$ cat config.mk
export PLATFORM = sky130hd
export DESIGN_NAME = pin_bank_mux
export DESIGN_NICKNAME = d
export VERILOG_FILES = /design/src/rtl/pin_bank_mux.sv
export SDC_FILE = /design/constraint.sdc
export NUM_CORES = 1
export LEC_CHECK = 0
export BUFFER_PORTS_ARGS = -buffer_cell sky130_fd_sc_hd__buf_2
export CORE_UTILIZATION = 40
export DETAILED_ROUTE_END_ITERATION = 6
export PLACE_DENSITY = 0.83
export REMOVE_ABC_BUFFERS = 1
export SLEW_MARGIN = 25
export SYNTH_ARGS = -nofsm -noshare
export SYNTH_HDL_FRONTEND = slang
export SYNTH_SLANG_ARGS = --single-unit
$ cat constraint.sdc
create_clock -name clk -period 1.5 [get_ports clk]
set_input_delay 0.15 -clock clk [delete_from_list [all_inputs] [get_ports clk]]
set_output_delay 0.15 -clock clk [all_outputs]
set_load 0.01 [all_outputs]
$ cat src/rtl/pin_bank_mux.sv
module pin_bank_mux #(
  parameter int NPINS = 4,
  parameter int NWAYS = 4,
  parameter bit IDLE  = 1'b1,
  localparam int AW   = $clog2(NPINS) + 1,
  localparam int FW   = NPINS * NWAYS
) (
  input  logic          clk,
  input  logic          rst_n,
  input  logic          cfg_we,
  input  logic [AW-1:0] cfg_addr,
  input  logic [31:0]   cfg_wdata,
  output logic [31:0]   cfg_rdata,
  input  logic [FW-1:0] fn_out,
  input  logic [FW-1:0] fn_oe,
  output logic [FW-1:0] fn_in,
  output logic [NPINS-1:0] pad_out,
  output logic [NPINS-1:0] pad_oe,
  output logic [NPINS-1:0] pad_pu,
  output logic [NPINS-1:0] pad_pd,
  input  logic [NPINS-1:0] pad_in
);

  logic [2:0]         sel_q [NPINS];
  logic [NPINS-1:0]   pu_q, pd_q, od_q;
  logic [3*NPINS-1:0] sel_flat;
  logic               unused_wbits;

  assign unused_wbits = ^{cfg_wdata[31:7], cfg_wdata[3]};

  always_ff @(posedge clk or negedge rst_n) begin
    if (!rst_n) begin
      for (int p = 0; p < NPINS; p++) sel_q[p] <= 3'd0;
      pu_q <= '0;
      pd_q <= '0;
      od_q <= '0;
    end else if (cfg_we) begin
      for (int p = 0; p < NPINS; p++) begin
        if (cfg_addr == AW'(p)) begin
          sel_q[p] <= cfg_wdata[2:0];
          pu_q[p]  <= cfg_wdata[4];
          pd_q[p]  <= cfg_wdata[5];
          od_q[p]  <= cfg_wdata[6];
        end
      end
    end
  end

  always_comb begin
    cfg_rdata = '0;
    for (int p = 0; p < NPINS; p++)
      if (cfg_addr == AW'(p))
        cfg_rdata = {25'd0, od_q[p], pd_q[p], pu_q[p], 1'b0, sel_q[p]};
  end

  for (genvar p = 0; p < NPINS; p++) begin : g_pin
    logic src_out, src_oe;

    assign sel_flat[3*p +: 3] = sel_q[p];

    always_comb begin
      src_out = 1'b0;
      src_oe  = 1'b0;
      for (int w = 0; w < NWAYS; w++) begin
        if (sel_q[p] == 3'(w)) begin
          src_out = fn_out[p*NWAYS + w];
          src_oe  = fn_oe[p*NWAYS + w];
        end
      end
    end

    assign pad_out[p] = ~od_q[p] & src_out;
    assign pad_oe[p]  = od_q[p] ? (src_oe & ~src_out) : src_oe;
    assign pad_pu[p]  = pu_q[p];
    assign pad_pd[p]  = pd_q[p] & ~pu_q[p];

    for (genvar w = 0; w < NWAYS; w++) begin : g_way
      assign fn_in[p*NWAYS + w] = (sel_q[p] == 3'(w)) ? pad_in[p] : IDLE;
    end
  end

endmodule

[Yosys cells after proc, flatten, opt, wreduce, memory -nomap -nowiden]
Cells that the tools add are included.
Word-level totals
  output and inout bits: 64
  bits of input ports: 74
  register bits: 24
Cells by class
  equality and inequality tests: 15
  bitwise operators: 24
  mux-type cells: 56
  reduce and logical (&&, ||, !) cells: 9
Operator list (number)
  32-bit two-way mux: 3
  1-bit two-way mux: 52
  3-bit by 2-bit equality test with 1-bit output, second input constant: 10
  3-bit by 1-bit equality test with 1-bit output, second input constant: 5
  3-bit zero test: 5
  1-bit AND: 12
  1-bit NOT: 12
  2-bit AND reduction: 4
  7-bit two-way mux: 1

[Depth between registers and ports, before layout]
Gate-level depths: netlist (run 1).
  word-level depth: 8
  depth in mapped cells: 5
  gate-level depth less buffers: 3

[Worst setup path after synthesis (run 1)]
Ideal clock, no wire load.
  kind: reg-to-output
  start point: register sel_q (netlist bit sel_flat[3])
  end point: output pad_oe[1]
  arrival time: 1.209 ns
  path slack: 0.141 ns
  buffers on the path: 1
  stages on the path, launching flop included: 4
  data required time: 1.350 ns
  cell sequence: dfrtp_1 > buf_2 > mux4_2 > a21oi_1
Between the ends
  word-level cells in the longest chain between the ends: 8
RTL lines
  start, declared: line 24  | logic [2:0] sel_q [NPINS];
  start signal, assigned by index: line 40  | sel_q[p] <= cfg_wdata[2:0];
  3-bit zero test: line 65  | if (sel_q[p] == 3'(w)) begin
  1-bit two-way mux (4 in series): line 65
  1-bit NOT: line 73  | assign pad_oe[p] = od_q[p] ? (src_oe & ~src_out) : src_oe;
  1-bit AND: line 73
  1-bit two-way mux (*): line 73
  end, declared: line 18  | output logic [NPINS-1:0] pad_oe,
Every way passes the cells marked *; elsewhere a longest branch is shown, timed or not.

[Worst setup path in the final report (run 1)]
  start point: register sel_q (netlist bit sel_flat[7])
  end point: output pad_oe[2]
Same word-level chain as after synthesis.

==> qor.csv, run 1 <==
stage,metric,value,unit
status,status,"finished, violations left",
status,violations,negative setup slack,
critical_path,worst-path-max-fanout,6,
finish,area_growth_syn_to_layout,40.0,%
global_routing,grt_usage,18.4,%
synthesis,seq_area_frac_synth,32.8,%
finish,drive_gt1_share,64.9,%
sta,setup_viol,18,
pwr,p_per_area,1120,mW/mm^2
synthesis,yosysWarnings,0,
pwr,power_switching,919,uW
routing,post_drt_wl_per_cell,14.4,um
critical_path,r2r_start,sel_flat[7],
clocking,htree_levels,1,
finish,postLayoutCellArea,0.00256,sq mm
clocking,cts_tree,done,
synthesis,synth-seq-cells,24,
sta,fin_skew,0,ns
worst_hold_path,hold_path_class,in -> reg,
pwr,leakage,0.00124,uW
synthesis,ys_types,31,
routing,num_vias,1589,
critical_path,crit_required,1.35,ns
routing,ant_nets,0,
synthesis,synth_cells,157,
routing,drc,0,
synthesis,synth_top_area_cell,dfrtp_1,
finish,finish.utilization,58.4,%
sta,fmax,586,MHz
pwr,p_clk_share,19.5,%
critical_path,cp_data_arrival_time,1.56,ns
synthesis,syn-mean-instance-area,11.7,sq um
critical_path,crit_type,reg -> out,
die,design.core.area,0.00438,sq mm
die,die_h,69.7,um
synthesis,post-synth-top-area-fraction,32.8,%
synthesis,ys_async_sr_fraction,100,%
worst_hold_path,hold_start,cfg_wdata[6],
placement,gp_congestion,0.741,
synthesis,synth.top_cells.by_count,"buf_4, dfrtp_1, mux2_2",
job,maxCapViolCount,0,
clocking,cts_root_buffer,clkbuf_8,
global_routing,grt_pass1_vias,1548,
global_routing,antenna_found_initial,0,
synthesis,synth.area.top_cells,"dfrtp_1, mux2_2, buf_4",
routing,drt_iter0_drc,69,
pwr,ir_drop,0.000453,V
critical_path,startpoint_type,register,
routing,wl,4660,um
sta,rsz0062_at_grt,yes,
clocking,clock-sinks,24,
pwr,seqPwrFrac,33.1,%
clocking,insertion_delay,0.27,ns
clocking,cts_buffers,3,
placement,dp_hpwl,3200,um
worst_hold_path,min_to,od_q[0],
clocking,clk_pin_slew,0.09,ns
sta,setup_slack,-0.207,ns
critical_path,worst_setup_path_end_kind,primary output,
critical_path,r2r_slack,0.41,ns
sta,period_share,114,%
sta,slew_viol_final,0,
global_routing,grt_pass1_wl,7160,um
pwr,switching_share,32.0,%
die,ioPinCount,138,
placement,postPlaceCellArea,0.00222,sq mm
synthesis,yosysMostFrequentCell,buf_4,
global_routing,grt_max_degree,25,
die,rows,24,
routing,viasPerCell,4.92,
sta,period_needed,1.71,ns
sta,tightest_slew,0.529,ns
critical_path,r2r_cells,3,
pwr,p_int,1950,uW
synthesis,synth_edf_count,0,
sta,slew-limit-headroom,64.8,%
finish,antenna_cells,0,
die,dieArea,0.00485,sq mm
global_routing,overflow,0,
clocking,clockBufferDepth,2,
die,initial_core_util,41.8,%
pwr,pwr-share-comb,47.4,%
critical_path,r2r-end,sel_flat[7],
worst_hold_path,holdPathStages,3,
routing,dr.pass1.iters,4,
die,chipWidth,69.7,um
synthesis,synth_ff_type,dfrtp_1,
placement,portBuffers,85,
finish,layout.nets,346,
synthesis,synth_area,0.00183,sq mm
sta,hold_violations,0,
[power groups by stage]
| stage | clock network [uW] | registers [uW] | logic, uW |
|---|---|---|---|
| finish | 560 | 951 | 1360 |
| CTS | 568 | 938 | 1220 |
| global placement | 0 | 949 | 969 |
| global route | 608 | 969 | 1460 |
| floorplan | 0 | 951 | 576 |
| detailed placement | 0 | 958 | 999 |
[worst max path at each step]
| stage | start | end | slack (ns) | depth (start not counted) |
|---|---|---|---|---|
| final | sel_flat[7] | pad_oe[2] | -0.21 | 5 |
| after global placement | sel_flat[6] | cfg_rdata[0] | 0.08 | 3 |
| after CTS | sel_flat[6] | pad_oe[2] | -0.17 | 4 |
| after global routing | sel_flat[7] | pad_oe[2] | -0.29 | 5 |
| after floorplan | sel_flat[3] | pad_oe[1] | 0.15 | 2 |
| after detailed placement | sel_flat[7] | pad_out[2] | 0.02 | 4 |
[cells by family (layout without fill, tap and decap cells)]
kind of cell           Yosys count  in the layout  synth area share (%)
AO/OA/AOI/OAI                    9              9                  3.21
buffers and inverters           38            127                  14.6
flip-flops                      24             24                  32.8
multiplexers                    38             38                  31.0
other                            1             26                 0.205
AND/OR/NAND/NOR                 47             47                  18.2
[sequential cells by signal (all words and copies together) (netlist names)]
signal and cells:
pad_pu 4, pd_q 4, sel_flat 12, od_q 4
[layout make-up]
cell class                 count  area, sq um
timing repair buffer         120          727
sequential                    24          607
tap                           52         65.1
multi-input combinational    120         1080
clock inverter                 1         30.0
fill                         352         1820
inverter                       3         11.3
clock buffer                   3         41.3
[worst max-delay path: stages (launching register included)]
cell and delay, ns:
dfrtp_2 0.44, buf_6 0.12, and4bb_2 0.24, nand2_2 0.07
a311oi_2 0.23, buf_2 0.18
[cells in the final DEF, fill, tap and decap left out, types with 3 or more instances in the layout]
| master | Yosys | layout |
|---|---|---|
| dfrtp_2 | 0 | 5 |
| mux2_2 | 22 | 22 |
| conb_1 | 1 | 26 |
| buf_4 | 27 | 26 |
| mux2i_1 | 5 | 5 |
| nor2b_1 | 5 | 5 |
| nand3_1 | 4 | 4 |
| nand2b_1 | 5 | 4 |
| or4_1 | 3 | 3 |
| dfrtp_1 | 24 | 19 |
| buf_2 | 6 | 84 |
| nor3b_1 | 4 | 3 |
| and4bb_2 | 3 | 3 |
| nand3b_1 | 5 | 5 |
| and2b_1 | 6 | 6 |
| buf_6 | 2 | 9 |
| clkbuf_8 | 0 | 3 |
| mux4_2 | 5 | 11 |
[timing repair]
action | 4_1_cts | 5_1_grt
resized for setup | 21 | 13
endpoints found under the setup margin | 18 | 22
hold buffers | 1 | 0
pin swaps | 7 | 6
endpoints found under the hold margin | 24 | 0
setup buffers | 16 | 11
[through the flow]
| stage | total power, uW | setup slack (ns) | TNS [ns] | std cells | hold WS (ns) |
|---|---|---|---|---|---|
| floorplan | 1530 | 0.145 | 0 | 147 | -0.146 |
| global placement | 1920 | 0.0808 | 0 | 292 | 0.154 |
| detailed placement | 1960 | 0.0186 | 0 | 292 | 0.156 |
| CTS | 2730 | -0.169 | -2.15 | 313 | 0.146 |
| global route | 3040 | -0.288 | -3.36 | 323 | 0.153 |
| finish | 2870 | -0.207 | -2.21 | 323 | 0.151 |
[metal layers]
metal  GRT usage [%]  vias to the layer above  wire [um]
met5               0                        -          0
met2            34.1                       68       2500
li1                -                      746          -
met1            21.8                      767       1880
met3            1.45                        8        201
met4            7.56                        0         80
No activity file was read; power rests on OpenSTA's default activity.
==> run 2: changes to the inputs <==
--- a/config.mk
+++ b/config.mk
@@ -6,7 +6,9 @@
 export NUM_CORES = 1
 export LEC_CHECK = 0
 export BUFFER_PORTS_ARGS = -buffer_cell sky130_fd_sc_hd__buf_2
-export CORE_UTILIZATION = 40
+export CELL_PAD_IN_SITES_DETAIL_PLACEMENT = 1
+export CELL_PAD_IN_SITES_GLOBAL_PLACEMENT = 2
+export CORE_UTILIZATION = 22
 export DETAILED_ROUTE_END_ITERATION = 6
 export PLACE_DENSITY = 0.83
 export REMOVE_ABC_BUFFERS = 1
==> run 2 against run 1 <==
The run still ends with negative setup slack left. Sequential share of layout area is 0.63 points lower. Clock power is 3% higher. Wire length is 17% higher. Clock-buffer cell count stayed put. Die area is 79% higher. Power is 1.4% higher. Largest power group unchanged. Global-route usage is 5.8 points lower. Fmax is 0.11% higher. Critical path depth is 2 lower. Critical path type unchanged. Utilization is 25 points lower. Highest routed layer unchanged.
==> qor.csv, run 2 (synthesized netlist as in run 1, its figures left out) <==
stage,metric,value,unit
job,maxCapViolCount,0,
placement,dp_hpwl,4030,um
critical_path,crit_required,1.35,ns
clocking,cts_root_buffer,clkbuf_8,
worst_hold_path,hold_path_class,in -> reg,
sta,tightest_slew,0.534,ns
finish,mostFrequentLayoutCells,"buf_2, buf_4, conb_1",
clocking,clockBufferDepth,2,
clocking,insertion_delay,0.28,ns
finish,layout.nets,347,
worst_hold_path,holdPathStages,3,
pwr,seqPwrFrac,32.7,%
sta,rsz0062_at_grt,yes,
pwr,leakage,0.00126,uW
die,initial_core_util,23.2,%
die,die_h,93.2,um
global_routing,grt_max_degree,25,
sta,slew-limit-headroom,64.4,%
finish,largest_reg_flops,12,
critical_path,critPathMaxStageDelay,0.54,ns
routing,ant_nets,0,
routing,drt_iter0_drc,47,
critical_path,path_depth,3,
global_routing,overflow,0,
pwr,power_switching,945,uW
global_routing,grt_pass1_wl,8460,um
critical_path,worst_setup_path_end_kind,primary output,
critical_path,path_buf_inv,1,
sta,setup_viol,18,
pwr,switching_share,32.4,%
sta,setup_slack,-0.205,ns
routing,wl,5460,um
finish,drive_gt1_share,64.3,%
finish,antenna_cells,0,
sta,hold_violations,0,
die,ioPinCount,138,
global_routing,grt_pass1_vias,1726,
routing,viasPerCell,4.39,
global_routing,antenna_found_initial,0,
critical_path,crit_slowest_cell,mux4_2,
pwr,p_clk_share,19.8,%
routing,num_vias,1643,
pwr,ir_drop,0.000559,V
critical_path,cp_cell_sequence,"mux4_2, nor3b_2, buf_2",
critical_path,cp_data_arrival_time,1.56,ns
sta,period_share,114,%
placement,postPlaceCellArea,0.00231,sq mm
sta,fin_skew,0,ns
sta,fmax,586,MHz
clocking,clock-sinks,24,
clocking,htree_levels,1,
clocking,cts_tree,done,
die,rows,32,
clocking,clk_pin_slew,0.09,ns
global_routing,grt_usage,12.7,%
placement,gp_congestion,0.776,
critical_path,r2r_cells,3,
critical_path,crit_type,reg -> out,
pwr,p_per_area,1100,mW/mm^2
status,violations,negative setup slack,
routing,post_drt_wl_per_cell,14.6,um
placement,portBuffers,85,
routing,dr.pass1.iters,4,
pwr,pwr-share-comb,47.5,%
finish,area_growth_syn_to_layout,44.4,%
die,chipWidth,93.2,um
critical_path,crit_family,multiplexers,
die,design.core.area,0.00789,sq mm
finish,final_common_cell,buf_2,
clocking,cts_buffers,3,
finish,fillers,939,
status,status,"finished, violations left",
pwr,p_int,1970,uW
critical_path,startpoint_type,register,
sta,period_needed,1.71,ns
sta,tns,-2.57,ns
routing,drc,0,
sta,slew_viol_final,0,
critical_path,worst-path-max-fanout,5,
finish,postLayoutCellArea,0.00264,sq mm
die,dieArea,0.00869,sq mm
-- run 2: cell types whose count changed in the layout (fill, tap and decap cells not counted), sizes merged --
cell,previous run,this run
buf,119,120
-- run 2: what timing repair did --
action | CTS | global route
buffers inserted | 18 | 6
endpoints found under the setup margin | 19 | 22
pin swaps | 8 | 3
hold buffers | 1 | 0
gates resized for setup | 22 | 8
hold endpoints to repair | 24 | 0
-- run 2: metal layers --
| metal | track usage, % | routed length [um] | up-vias |
|---|---|---|---|
| li1 | - | - | 748 |
| met1 | 14.9 | 2250 | 817 |
| met2 | 23.5 | 2840 | 73 |
| met3 | 1.46 | 302 | 5 |
| met4 | 4.62 | 70 | 0 |
| met5 | 0 | 0 | - |
-- run 2: final timing paths --
check | from | end | slack, ns
worst min register to register | sel_flat[10] | sel_flat[10] | 0.59
worst max register to register | sel_flat[3] | sel_flat[3] | 0.44
min in group asynchronous | rst_n | sel_flat[4] | 0.39
worst min-delay path | cfg_wdata[6] | od_q[0] | 0.16
max in group asynchronous | rst_n | sel_flat[10] | 0.71
worst max-delay path | sel_flat[9] | pad_out[3] | -0.21
-- run 2: layout make-up --
type	count	area [sq um]	area share, %
clock buffers	3	41.3	1.56
clock inverters	1	30.0	1.14
well taps	102	128	4.83
repair buffers	121	749	28.3
multi-input cells	120	1070	40.7
flip-flops and latches	24	609	23.0
inverters	3	11.3	0.426
-- run 2: power by group through the flow --
stage                     Combinational, uW  Clock [uW]  Sequential [uW]
after floorplan                         576           0              951
after detailed placement               1050           0              973
after global placement                 1020           0              966
final                                  1390         576              954
after CTS                              1320         581              954
after global routing                   1500         606              976
-- run 2: worst min-delay path: stages --
cell and delay (ns):
buf_2 0.13, nand2_1 0.06, o21ai_0 0.06
-- run 2: stage by stage --
step	setup slack (ns)	total power, uW	utilization, %	instances	hold slack [ns]
after floorplan	0.145	1530	-	147	-0.146
after global placement	0.0657	1990	29.3	346	0.151
after detailed placement	0.0232	2030	29.3	346	0.161
after CTS	-0.217	2860	32.7	369	0.157
after global routing	-0.264	3090	33.5	374	0.162
final	-0.205	2910	33.5	374	0.158
==> run 3: changes to the inputs <==
--- a/config.mk
+++ b/config.mk
@@ -8,11 +8,12 @@
 export BUFFER_PORTS_ARGS = -buffer_cell sky130_fd_sc_hd__buf_2
 export CELL_PAD_IN_SITES_DETAIL_PLACEMENT = 1
 export CELL_PAD_IN_SITES_GLOBAL_PLACEMENT = 2
-export CORE_UTILIZATION = 22
+export CORE_UTILIZATION = 23
+export CTS_BUF_LIST = sky130_fd_sc_hd__clkbuf_8
 export DETAILED_ROUTE_END_ITERATION = 6
-export PLACE_DENSITY = 0.83
+export PLACE_DENSITY = 0.86
 export REMOVE_ABC_BUFFERS = 1
-export SLEW_MARGIN = 25
 export SYNTH_ARGS = -nofsm -noshare
 export SYNTH_HDL_FRONTEND = slang
 export SYNTH_SLANG_ARGS = --single-unit
+export TNS_END_PERCENT = 10
==> run 3 against run 2 <==
Register-to-register slack improved by 0.07 ns. Sequential share of layout area increased by 1.9 points. Via count decreased by 5.8%. Worst hold slack got worse by 0.0045 ns. Sequential power increased by 1%. Power decreased by 13%. Global-route usage decreased by 0.76 points. Flip-flop and latch count unchanged. Fmax increased by 1.0%. Cell count decreased by 5.3%. Largest cell class unchanged. Clock skew unchanged. The run still ends with negative setup slack left.
==> qor.csv, run 3 (synthesized netlist as in run 1, its figures left out) <==
stage,metric,value,unit
critical_path,crit_slowest_cell,mux4_2,
pwr,leakage,0.00114,uW
critical_path,critPathMaxStageDelay,0.54,ns
sta,period_share,113,%
global_routing,grt_max_degree,25,
critical_path,startpoint,sel_flat[9],
clocking,cts_buffers,3,
clocking,insertion_delay,0.27,ns
routing,ant_nets,0,
finish,postLayoutCellArea,0.00244,sq mm
die,chipWidth,91.2,um
finish,layout.nets,327,
pwr,seqPwrFrac,38.0,%
clocking,htree_levels,1,
status,violations,negative setup slack,
pwr,p_per_area,1040,mW/mm^2
clocking,cts_root_buffer,clkbuf_8,
critical_path,crit_required,1.35,ns
critical_path,crit_family,multiplexers,
pwr,pwr-share-comb,44.6,%
critical_path,path_buf_inv,1,
sta,tns,-2.34,ns
sta,rsz0062_at_grt,yes,
clocking,clockBufferDepth,2,
pwr,switching_share,33.8,%
job,maxCapViolCount,0,
critical_path,crit_type,reg -> out,
die,die_h,91.2,um
sta,setup_slack,-0.188,ns
sta,fin_skew,0,ns
global_routing,antenna_found_initial,0,
pwr,power_switching,857,uW
finish,fillers,902,
die,design.core.area,0.00773,sq mm
routing,post_drt_wl_per_cell,13.4,um
critical_path,r2r_start,sel_flat[3],
sta,hold_violations,0,
finish,drive_gt1_share,60.7,%
routing,dr.pass1.iters,4,
sta,setup_viol,18,
worst_hold_path,hold_start,cfg_wdata[6],
placement,place_inst,346,
pwr,p_clk_share,17.3,%
placement,portBuffers,85,
finish,final_common_cell,buf_2,
clocking,clock-sinks,24,
routing,drt_iter0_drc,62,
routing,drc,0,
sta,slew_viol_final,0,
pwr,p_int,1680,uW
placement,gp_congestion,0.746,
routing,num_vias,1547,
status,status,"finished, violations left",
worst_hold_path,hold_path_class,in -> reg,
finish,antenna_cells,0,
sta,period_needed,1.69,ns
placement,postPlaceCellArea,0.00231,sq mm
finish,stdcell_count,354,
sta,fmax,592,MHz
critical_path,cp_data_arrival_time,1.54,ns
clocking,cts_tree,done,
finish,area_growth_syn_to_layout,33.4,%
finish,mostFrequentLayoutCells,"buf_2, conb_1, mux2_2",
finish,largest_reg_flops,12,
die,dieArea,0.00832,sq mm
sta,tightest_slew,0.538,ns
pwr,ir_drop,0.000300,V
sta,slew-limit-headroom,64.1,%
global_routing,grt_usage,11.9,%
critical_path,r2r_slack,0.51,ns
routing,wl,4740,um
die,ioPinCount,138,
critical_path,worst_setup_path_end_kind,primary output,
die,initial_core_util,23.7,%
clocking,clk_pin_slew,0.09,ns
global_routing,overflow,0,
global_routing,grt_pass1_vias,1525,
routing,viasPerCell,4.37,
die,rows,32,
global_routing,grt_pass1_wl,7820,um
critical_path,worst-path-max-fanout,5,
critical_path,cp_cell_sequence,"mux4_2, nor3b_1, buf_2",
critical_path,startpoint_type,register,
placement,dp_hpwl,3830,um
placement,dp_worst_setup_slack,0.0340,ns
-- run 3: power by group through the flow --
stage	Clock [uW]	Sequential, uW	Combinational, uW
2_1_floorplan	0	951	576
3_3_place_gp	0	958	1030
3_5_place_dp	0	967	1060
4_1_cts	453	962	1130
5_1_grt	478	998	1240
6_report	440	965	1130
-- run 3: layout make-up --
class | instances | area (sq um) | share of cell area (%)
Clock buffer | 4 | 55.1 | 2.25
Inverter | 3 | 11.3 | 0.461
Sequential cell | 24 | 609 | 24.9
Timing Repair Buffer | 101 | 571 | 23.4
Multi-Input combinational cell | 120 | 1070 | 43.7
Tap cell | 102 | 128 | 5.23
-- run 3: layer usage --
metal | GRT usage, % | share of wire, %
met4 | 4.76 | 1.7
met3 | 0.921 | 4.5
met2 | 20.8 | 50
met5 | 0 | 0
met1 | 15.2 | 44
-- run 3: worst paths after layout --
path | end | cells after the start
max in group asynchronous | sel_flat[6] | 2
min | od_q[0] | 3
max reg2reg | sel_flat[3] | 2
min reg2reg | pd_q[1] | 1
max | pad_out[3] | 3
min in group asynchronous | sel_flat[11] | 2
-- run 3: worst min-delay path: cells and delay by family --
family / cells / cell delay (ns)
compound gates: 1 / 0.06
simple gates: 1 / 0.05
buf+inv: 1 / 0.12
-- run 3: what timing repair did --
action | 4_1_cts | 5_1_grt
hold endpoints to repair | 24 | 0
hold buffers | 1 | 0
pin swaps | 3 | 6
resized for setup | 13 | 7
setup buffers | 3 | 0
setup endpoints to repair | 19 | 20
-- run 3: stage by stage --
| step | util, % | power, uW | hold slack, ns |
|---|---|---|---|
| after floorplan | - | 1530 | -0.146 |
| after detailed placement | 29.9 | 2020 | 0.165 |
| final | 31.6 | 2540 | 0.153 |
| after CTS | 31.3 | 2550 | 0.152 |
| after global routing | 31.6 | 2720 | 0.174 |
| after global placement | 29.9 | 1990 | 0.152 |
